### src/rtl/sramc_pkg.sv
package sramc_pkg;

  typedef enum logic [2:0] {
    PH_IDLE,
    PH_READ,
    PH_WSETUP,
    PH_WPULSE,
    PH_WEND,
    PH_WRECOV
  } phase_e;

  // Nanosecond limits for one speed grade
  typedef struct packed {
    int cyc_ns;   // minimum read / write cycle
    int acc_ns;   // address access
    int oea_ns;   // output-enable access
    int dis_ns;   // output disable after OE/WE deassert
    int pwe_ns;   // write strobe width
    int asu_ns;   // address setup to write end
    int dsu_ns;   // data setup to write end
  } timing_t;

  function automatic timing_t grade_timing(input int grade);
    timing_t t;
    case (grade)
      1:       t = '{cyc_ns: 70,  acc_ns: 70,  oea_ns: 35, dis_ns: 25,
                     pwe_ns: 55,  asu_ns: 60,  dsu_ns: 30};
      2:       t = '{cyc_ns: 100, acc_ns: 100, oea_ns: 50, dis_ns: 25,
                     pwe_ns: 60,  asu_ns: 80,  dsu_ns: 35};
      default: t = '{cyc_ns: 45,  acc_ns: 45,  oea_ns: 25, dis_ns: 20,
                     pwe_ns: 35,  asu_ns: 35,  dsu_ns: 25};
    endcase
    return t;
  endfunction

  function automatic int max2(input int a, input int b);
    return (a > b) ? a : b;
  endfunction

  // ceiling of ns / period, at least one cycle
  function automatic int ns_to_cyc(input int ns, input int period_ns);
    int c;
    c = (ns + period_ns - 1) / period_ns;
    return (c < 1) ? 1 : c;
  endfunction

endpackage

### src/rtl/sramc_timer.sv
module sramc_timer #(
  parameter int CNT_W = 4
) (
  input  logic             clk,
  input  logic             rst_n,
  input  logic             load,
  input  logic [CNT_W-1:0] load_val,
  output logic             last
);
  logic [CNT_W-1:0] cnt_q;

  always_ff @(posedge clk or negedge rst_n) begin
    if (!rst_n)            cnt_q <= '0;
    else if (load)         cnt_q <= load_val - 1'b1;
    else if (cnt_q != '0)  cnt_q <= cnt_q - 1'b1;
  end

  assign last = (cnt_q == '0);
endmodule

### src/rtl/sramc_fsm.sv
module sramc_fsm
  import sramc_pkg::*;
#(
  parameter int CNT_W = 4,
  parameter int RD_C  = 5,
  parameter int SET_C = 2,
  parameter int PUL_C = 4,
  parameter int REC_C = 0
) (
  input  logic             clk,
  input  logic             rst_n,
  input  logic             req_valid,
  input  logic             req_write,
  input  logic             last,
  output phase_e           phase,
  output logic             load,
  output logic [CNT_W-1:0] load_val,
  output logic             accept,
  output logic             capture
);
  phase_e phase_q, phase_d;

  always_ff @(posedge clk or negedge rst_n) begin
    if (!rst_n) phase_q <= PH_IDLE;
    else        phase_q <= phase_d;
  end

  always_comb begin
    phase_d  = phase_q;
    load     = 1'b0;
    load_val = CNT_W'(1);
    case (phase_q)
      PH_IDLE: if (req_valid) begin
        load = 1'b1;
        if (req_write) begin
          phase_d  = PH_WSETUP;
          load_val = CNT_W'(SET_C);
        end else begin
          phase_d  = PH_READ;
          load_val = CNT_W'(RD_C);
        end
      end
      PH_READ:   if (last) phase_d = PH_IDLE;
      PH_WSETUP: if (last) begin
        phase_d  = PH_WPULSE;
        load     = 1'b1;
        load_val = CNT_W'(PUL_C);
      end
      PH_WPULSE: if (last) begin
        phase_d  = PH_WEND;
        load     = 1'b1;
        load_val = CNT_W'(1);
      end
      PH_WEND: if (last) begin
        if (REC_C > 0) begin
          phase_d  = PH_WRECOV;
          load     = 1'b1;
          load_val = CNT_W'(REC_C);
        end else begin
          phase_d  = PH_IDLE;
        end
      end
      PH_WRECOV: if (last) phase_d = PH_IDLE;
      default:   phase_d = PH_IDLE;
    endcase
  end

  assign phase   = phase_q;
  assign accept  = (phase_q == PH_IDLE) && req_valid;
  assign capture = (phase_q == PH_READ) && last;
endmodule

### src/rtl/sramc_datapath.sv
module sramc_datapath #(
  parameter int ADDR_W = 13,
  parameter int DATA_W = 8
) (
  input  logic              clk,
  input  logic              rst_n,
  input  logic              accept,
  input  logic              capture,
  input  logic [ADDR_W-1:0] req_addr,
  input  logic [DATA_W-1:0] req_wdata,
  input  logic [DATA_W-1:0] mem_dq_in,
  output logic [ADDR_W-1:0] mem_addr,
  output logic [DATA_W-1:0] mem_dq_out,
  output logic              rsp_valid,
  output logic [DATA_W-1:0] rsp_rdata
);
  always_ff @(posedge clk or negedge rst_n) begin
    if (!rst_n) begin
      mem_addr   <= '0;
      mem_dq_out <= '0;
    end else if (accept) begin
      mem_addr   <= req_addr;
      mem_dq_out <= req_wdata;
    end
  end

  always_ff @(posedge clk or negedge rst_n) begin
    if (!rst_n) begin
      rsp_valid <= 1'b0;
      rsp_rdata <= '0;
    end else begin
      rsp_valid <= capture;
      if (capture) rsp_rdata <= mem_dq_in;
    end
  end
endmodule

### src/rtl/sram_async_ctrl.sv
module sram_async_ctrl
  import sramc_pkg::*;
#(
  parameter int ADDR_W        = 13,
  parameter int DATA_W        = 8,
  parameter int CLK_PERIOD_NS = 10,
  parameter int SPEED_GRADE   = 0
) (
  input  logic              clk,
  input  logic              rst_n,
  input  logic              req_valid,
  input  logic              req_write,
  input  logic [ADDR_W-1:0] req_addr,
  input  logic [DATA_W-1:0] req_wdata,
  output logic              req_ready,
  output logic              rsp_valid,
  output logic [DATA_W-1:0] rsp_rdata,
  output logic [ADDR_W-1:0] mem_addr,
  output logic              mem_ce1_n,
  output logic              mem_ce2,
  output logic              mem_we_n,
  output logic              mem_oe_n,
  output logic [DATA_W-1:0] mem_dq_out,
  input  logic [DATA_W-1:0] mem_dq_in,
  output logic              mem_dq_oe
);
  localparam timing_t TM = grade_timing(SPEED_GRADE);
  localparam int RD_C  = ns_to_cyc(max2(TM.cyc_ns, max2(TM.acc_ns, TM.oea_ns)), CLK_PERIOD_NS);
  localparam int HZ_C  = ns_to_cyc(TM.dis_ns, CLK_PERIOD_NS);
  localparam int PUL_C = ns_to_cyc(max2(TM.pwe_ns, max2(TM.asu_ns, TM.dsu_ns)), CLK_PERIOD_NS);
  localparam int WC_C  = ns_to_cyc(TM.cyc_ns, CLK_PERIOD_NS);
  localparam int WBASE = HZ_C + PUL_C + 1;
  localparam int REC_C = (WC_C > WBASE) ? (WC_C - WBASE) : 0;
  localparam int MAX_C = max2(max2(RD_C, HZ_C), max2(PUL_C, max2(REC_C, 1)));
  localparam int CNT_W = $clog2(MAX_C + 1);

  phase_e           phase;
  logic             t_load, t_last;
  logic [CNT_W-1:0] t_val;

  // named internal events
  logic ev_accept, ev_capture, ev_selected;

  sramc_timer #(.CNT_W(CNT_W)) u_timer (
    .clk(clk), .rst_n(rst_n), .load(t_load), .load_val(t_val), .last(t_last)
  );

  sramc_fsm #(
    .CNT_W(CNT_W), .RD_C(RD_C), .SET_C(HZ_C), .PUL_C(PUL_C), .REC_C(REC_C)
  ) u_fsm (
    .clk(clk), .rst_n(rst_n), .req_valid(req_valid), .req_write(req_write),
    .last(t_last), .phase(phase), .load(t_load), .load_val(t_val),
    .accept(ev_accept), .capture(ev_capture)
  );

  sramc_datapath #(.ADDR_W(ADDR_W), .DATA_W(DATA_W)) u_dp (
    .clk(clk), .rst_n(rst_n), .accept(ev_accept), .capture(ev_capture),
    .req_addr(req_addr), .req_wdata(req_wdata), .mem_dq_in(mem_dq_in),
    .mem_addr(mem_addr), .mem_dq_out(mem_dq_out),
    .rsp_valid(rsp_valid), .rsp_rdata(rsp_rdata)
  );

  assign ev_selected = (phase != PH_IDLE);
  assign req_ready   = (phase == PH_IDLE);
  assign mem_ce1_n   = !ev_selected;
  assign mem_ce2     = ev_selected;
  assign mem_oe_n    = (phase != PH_READ);
  assign mem_we_n    = (phase != PH_WPULSE);
  assign mem_dq_oe   = (phase == PH_WPULSE) || (phase == PH_WEND);
endmodule

### config.mk
export PLATFORM = sky130hd
export DESIGN_NAME = sram_async_ctrl
export DESIGN_NICKNAME = d
export VERILOG_FILES = /design/src/rtl/sramc_pkg.sv /design/src/rtl/sramc_timer.sv /design/src/rtl/sramc_fsm.sv /design/src/rtl/sramc_datapath.sv /design/src/rtl/sram_async_ctrl.sv
export SDC_FILE = /design/constraint.sdc
export NUM_CORES = 1
export LEC_CHECK = 0
export BUFFER_PORTS_ARGS = -buffer_cell sky130_fd_sc_hd__buf_2
export CAP_MARGIN = 20
export CORE_UTILIZATION = 45
export DETAILED_ROUTE_END_ITERATION = 10
export HOLD_SLACK_MARGIN = 0.08
export PLACE_DENSITY = 0.76
export SYNTH_ARGS = -nofsm -noshare
export SYNTH_HDL_FRONTEND = slang
export SYNTH_HIERARCHICAL = 1
export SYNTH_SLANG_ARGS = --single-unit
### constraint.sdc
create_clock -name clk -period 2.8 [get_ports clk]
set_input_delay 0.56 -clock clk [delete_from_list [all_inputs] [get_ports clk]]
set_output_delay 0.56 -clock clk [all_outputs]
set_load 0.1 [all_outputs]
==> impl_metrics.csv, run 1 <==
group,metric,value,unit
clock_tree,tritoncts.num_buffers,5,
global_route,antenna_found_initial,0,
logic_synthesis,synth_area,1640,sq um
logic_synthesis,yosys.area.top_type,"dfrtp_1",
layout,fillers,285,
timing,finalSetupTns,0,ns
worst_setup_path,reg2reg_depth,8,
global_route,grt_use_total,17.7,%
clock_tree,cts.path.max_buffers,2,
global_route,grt_pass1_vias,1146,
floorplan,design.die.area,3890,sq um
logic_synthesis,synth-edff-count,0,
placement,pre_cts_slack,0.206,ns
logic_synthesis,ys_ff_latch,36,
timing,worst_pin_slew,0.759,ns
floorplan,ioPinCount,69,
floorplan,start_util,48.0,%
logic_synthesis,syn_inst,115,
floorplan,die_h,62.4,um
detailed_routing,wl_per_cell,13.4,um
timing,clock_skew,0.00638,ns
clock_tree,clkLatencyLatePin,0.33,ns
logic_synthesis,synth_common_cells,"dfrtp_1, mux2_4, mux2_2, a21oi_1, nor2_1",
placement,portBuffers,68,
worst_setup_path,cp-startpoint,"u_timer/cnt_q[1]",
worst_setup_path,crit_type,"reg -> reg",
timing,slew_headroom,49.4,%
logic_synthesis,synthTopCellsByArea,"dfrtp_1, mux2_4, mux2_2",
clock_tree,clockRootBuffer,"clkbuf_4",
timing,period_needed,2.41,ns
worst_setup_path,cp.arrival,2.64,ns
timing,rsz0062_at_grt,"no",
floorplan,design.core.area,3420,sq um
worst_hold_path,worst_hold_path_type,"in -> async",
logic_synthesis,async_flop_share,100,%
detailed_routing,drtIter0Drc,16,
detailed_routing,viasPerCell,4.95,
worst_setup_path,endpoint,"u_timer/cnt_q[2]",
layout,nets,220,
detailed_routing,routed_wl,3.13,mm
logic_synthesis,synth_ff_type,"dfrtp_1",
worst_setup_path,endpoint_kind,"flip-flop",
timing,fin_ws,0.389,ns
worst_setup_path,crit_fanout,6,
layout,syn2layout_area_growth,26.7,%
global_route,grt_max_degree,37,
timing,drv_slew,0,
logic_synthesis,yosys_warnings,6,
clock_tree,cts_hold_buf,0,
layout,diodes,0,
clock_tree,htreeDepth,2,
logic_synthesis,yosys.cell_count.top_type,"dfrtp_1",
timing,clock.fmax,415,MHz
placement,dp_hpwl,2.25,mm
clock_tree,tritoncts,"built",
timing,setup_viol,0,
worst_setup_path,startpoint_type,"flip-flop",
detailed_routing,drc_errors,0,
floorplan,dieWidth,62.4,um
logic_synthesis,ys_types,32,
global_route,grt_pass1_wl,5.29,mm
logic_synthesis,synth_top_area_share,54.9,%
global_route,gr-total-overflow,0,
logic_synthesis,postSynthAreaPerCell,14.3,sq um
logic_synthesis,synth-seq-area-share,54.9,%
run,maxCapViolCount,0,
detailed_routing,ant_nets,0,
clock_tree,cts_sinks,36,
floorplan,num_rows,21,
worst_setup_path,worst_r2r_startpoint,"u_timer/cnt_q[1]",
detailed_routing,vias,1154,
worst_setup_path,r2r_slack,0.39,ns
worst_setup_path,rr_endpoint,"u_timer/cnt_q[2]",
placement,gp_congestion,0.825,
layout,layout-drive-gt1-share,61.0,%
timing,hold_viol,0,
detailed_routing,dr.pass1.iters,6,
status,outcome,"finished clean",
clock_tree,path_clk_slew,0.10,ns
timing,finalCritPeriodShare,86.1,%
logic_synthesis,syn_nets,149,
worst_setup_path,cp_data_required_time,3.03,ns
placed cells by master, fill, tap and decap left out, types with 2 or more instances in the layout:
cell type / count
o22ai_1: 2
nor2_1: 4
nand2b_1: 3
nand3b_1: 2
a22oi_1: 2
dfrtp_1: 36
or3b_1: 2
mux2_2: 9
a21oi_1: 3
buf_4: 3
mux2i_1: 2
inv_1: 2
o21ai_0: 2
clkbuf_1: 2
mux2_4: 20
clkbuf_4: 5
buf_2: 68
nor3_1: 2
nand2_1: 2
registers in the layout, summed over array words and instances (netlist names):
register / flops
u_dp/mem_dq_out: 8
u_dp/rsp_valid: 1
u_dp/mem_addr: 13
u_dp/rsp_rdata: 8
u_fsm/phase: 3
u_timer/cnt_q: 3
cell families (layout without fill, tap and decap cells):
logic type | Yosys count | count (layout) | share of synthesized area (%)
AOI/OAI and AO/OA | 14 | 14 | 5.72
buffers and inverters | 10 | 82 | 3.97
muxes | 31 | 31 | 25.7
xor gates and xnor gates | 1 | 1 | 0.534
and+or+nand+nor | 22 | 22 | 8.39
adders and majority gates | 1 | 1 | 0.763
DFF | 36 | 36 | 54.9
routing by layer:
metal	global-route usage, %	wire, um	up-vias
met5	0	0	-
met4	6.10	55	0
met3	6.20	220	6
met2	28.3	1510	55
met1	22.4	1350	548
li1	-	-	545
critical path, stage by stage, from the launching register on:
cell and delay (ns):
dfrtp_1 0.42, nor3_1 0.27, nand2_1 0.18, a21oi_2 0.34
mux2i_1 0.26, ha_1 0.21, inv_1 0.07, or3_1 0.36
a22oi_1 0.21
cell type report:
cell class	count	area (sq um)	share of cell area, %
sequential	36	901	43.3
multi-input combinational	69	687	33.1
timing repair buffer	71	363	17.5
clock buffer	8	58.8	2.83
tap	46	57.6	2.77
inverter	3	11.3	0.542
worst min path at each step:
stage	startpoint	endpoint	slack [ns]	cells after the start
global route	rst_n	u_dp/rsp_rdata[6]	0.35	1
CTS	rst_n	u_dp/mem_dq_out[6]	0.31	1
global placement	u_dp/rsp_rdata[3]	u_dp/rsp_rdata[3]	0.48	1
detailed placement	u_dp/mem_addr[12]	u_dp/mem_addr[12]	0.49	1
finish	rst_n	u_dp/rsp_rdata[6]	0.29	1
floorplan	rst_n	u_dp/mem_addr[0]	0.26	0
metrics by stage:
step           hold slack, ns  util, %  cell area (sq um)  instances
3_3_place_gp            0.483     59.0               2020        225
3_5_place_dp            0.486     59.0               2020        225
5_1_grt                 0.345     60.8               2080        233
2_1_floorplan           0.264        -               1640        115
4_1_cts                 0.308     60.7               2070        233
6_report                0.294     60.8               2080        233
repair_timing:
action,in CTS,in global routing
setup endpoints to repair,0,1
buffers inserted,0,0
gates resized for setup,0,1
Power of run 1 is left out: the tool's default activity adds up to more than one toggle a clock period on the data nets, which glitch-free logic cannot reach.
==> run 2, diff against run 1 <==
--- a/config.mk
+++ b/config.mk
@@ -11,6 +11,7 @@
 export DETAILED_ROUTE_END_ITERATION = 10
 export HOLD_SLACK_MARGIN = 0.08
 export PLACE_DENSITY = 0.76
+export REMOVE_ABC_BUFFERS = 1
 export SYNTH_ARGS = -nofsm -noshare
 export SYNTH_HDL_FRONTEND = slang
 export SYNTH_HIERARCHICAL = 1
==> impl_metrics.csv, run 2 (synthesis results as in run 1) <==
group,metric,value,unit
worst_setup_path,r2r_slack,0.25,ns
timing,slew_headroom,48.5,%
clock_tree,path_clk_slew,0.11,ns
timing,finalSetupTns,0,ns
placement,portBuffers,68,
timing,drv_slew,0,
clock_tree,tritoncts.num_buffers,5,
floorplan,ioPinCount,69,
run,maxCapViolCount,0,
layout,reg_top3,"u_dp/mem_addr: 13 flops, u_dp/mem_dq_out: 8 flops, u_dp/rsp_rdata: 8 flops",
layout,layout-drive-gt1-share,60.2,%
detailed_routing,ant_nets,0,
timing,worst_pin_slew,0.773,ns
layout,largest_reg_flops,13,
timing,finalCritPeriodShare,90.9,%
detailed_routing,wl_per_cell,13.7,um
global_route,antenna_found_initial,0,
floorplan,die_h,62.4,um
global_route,grt_use_total,17.9,%
layout,layout_common_cells,"buf_2, dfrtp_1, mux2_4",
worst_hold_path,worst_hold_path_type,"in -> async",
timing,hold_viol,0,
detailed_routing,drtIter0Drc,86,
status,outcome,"finished clean",
floorplan,design.core.area,3420,sq um
placement,gp_congestion,0.813,
clock_tree,clockRootBuffer,"clkbuf_4",
worst_setup_path,crit_fanout,6,
layout,diodes,0,
worst_setup_path,cp.arrival,2.80,ns
layout,final_common_cell,"buf_2",
worst_setup_path,endpoint_kind,"flip-flop",
timing,clock.fmax,393,MHz
detailed_routing,viasPerCell,4.98,
worst_setup_path,rr_endpoint,"u_timer/cnt_q[2]",
global_route,grt_pass1_vias,1174,
timing,rsz0062_at_grt,"no",
floorplan,start_util,48.0,%
worst_setup_path,cp_data_required_time,3.05,ns
layout,syn2layout_area_growth,25.5,%
clock_tree,cts_resized,0,
timing,fin_ws,0.254,ns
layout,top_register,"u_dp/mem_addr",
timing,setup_viol,0,
detailed_routing,drc_errors,0,
worst_setup_path,worst_r2r_startpoint,"u_timer/cnt_q[1]",
clock_tree,cts_sinks,36,
global_route,grt_pass1_wl,5.31,mm
worst_setup_path,endpoint,"u_timer/cnt_q[2]",
timing,clock_skew,0.0157,ns
global_route,grt_max_degree,37,
worst_setup_path,cp-startpoint,"u_timer/cnt_q[1]",
clock_tree,cts_hold_buf,0,
placement,pre_cts_slack,0.180,ns
detailed_routing,routed_wl,3.18,mm
clock_tree,clkLatencyLatePin,0.33,ns
clock_tree,cts_setup_buffers,0,
timing,period_needed,2.55,ns
floorplan,design.die.area,3890,sq um
floorplan,num_rows,21,
clock_tree,tritoncts,"built",
detailed_routing,vias,1155,
layout,nets,220,
global_route,gr-total-overflow,0,
detailed_routing,dr.pass1.iters,4,
worst_setup_path,startpoint_type,"flip-flop",
worst_setup_path,reg2reg_depth,8,
floorplan,dieWidth,62.4,um
worst_setup_path,crit_type,"reg -> reg",
clock_tree,cts.path.max_buffers,2,
clock_tree,htreeDepth,2,
## run 2: final cells by class
class	instances	area, sq um
Timing Repair Buffer	71	363
Tap cell	46	57.6
Clock inverter	1	5.00
Clock buffer	6	41.3
Fill cell	299	1360
Sequential cell	36	901
Multi-Input combinational cell	69	679
Inverter	3	11.3
## run 2: metal layers
metal / track usage [%] / wire, um / share of wire (%)
met1: 22.9 / 1390 / 44
met2: 28.0 / 1520 / 48
met3: 3.83 / 210 / 6.6
met4: 10.5 / 57 / 1.8
met5: 0 / 0 / 0
## run 2: worst min-delay path by stage
stage / start / endpoint / slack (ns) / cells after the start
after floorplan: rst_n / u_dp/mem_addr[0] / 0.26 / 0
after global placement: u_dp/rsp_rdata[1] / u_dp/rsp_rdata[1] / 0.48 / 1
after detailed placement: u_dp/mem_dq_out[6] / u_dp/mem_dq_out[6] / 0.49 / 1
after CTS: rst_n / u_dp/mem_addr[6] / 0.31 / 1
after global routing: rst_n / u_dp/mem_addr[6] / 0.35 / 1
final: rst_n / u_dp/mem_addr[1] / 0.29 / 1
## run 2: critical path: stages (launching register included)
cell     delay (ns)
dfrtp_1        0.42
nor3_1         0.26
nand2_1        0.17
a21oi_1        0.48
mux2i_1        0.27
ha_1           0.22
inv_1          0.07
or3_1          0.36
a22oi_1        0.20
## run 2: stage by stage
step                std cells  util, %  hold slack, ns  instance area (sq um)
floorplan                 108        -           0.264                   1590
global placement          225     58.9           0.485                   2010
detailed placement        225     58.9           0.486                   2010
CTS                       232     60.3           0.306                   2060
global route              232     60.3           0.353                   2060
finish                    232     60.3           0.291                   2060
Power of run 2 is left out for the same reason.
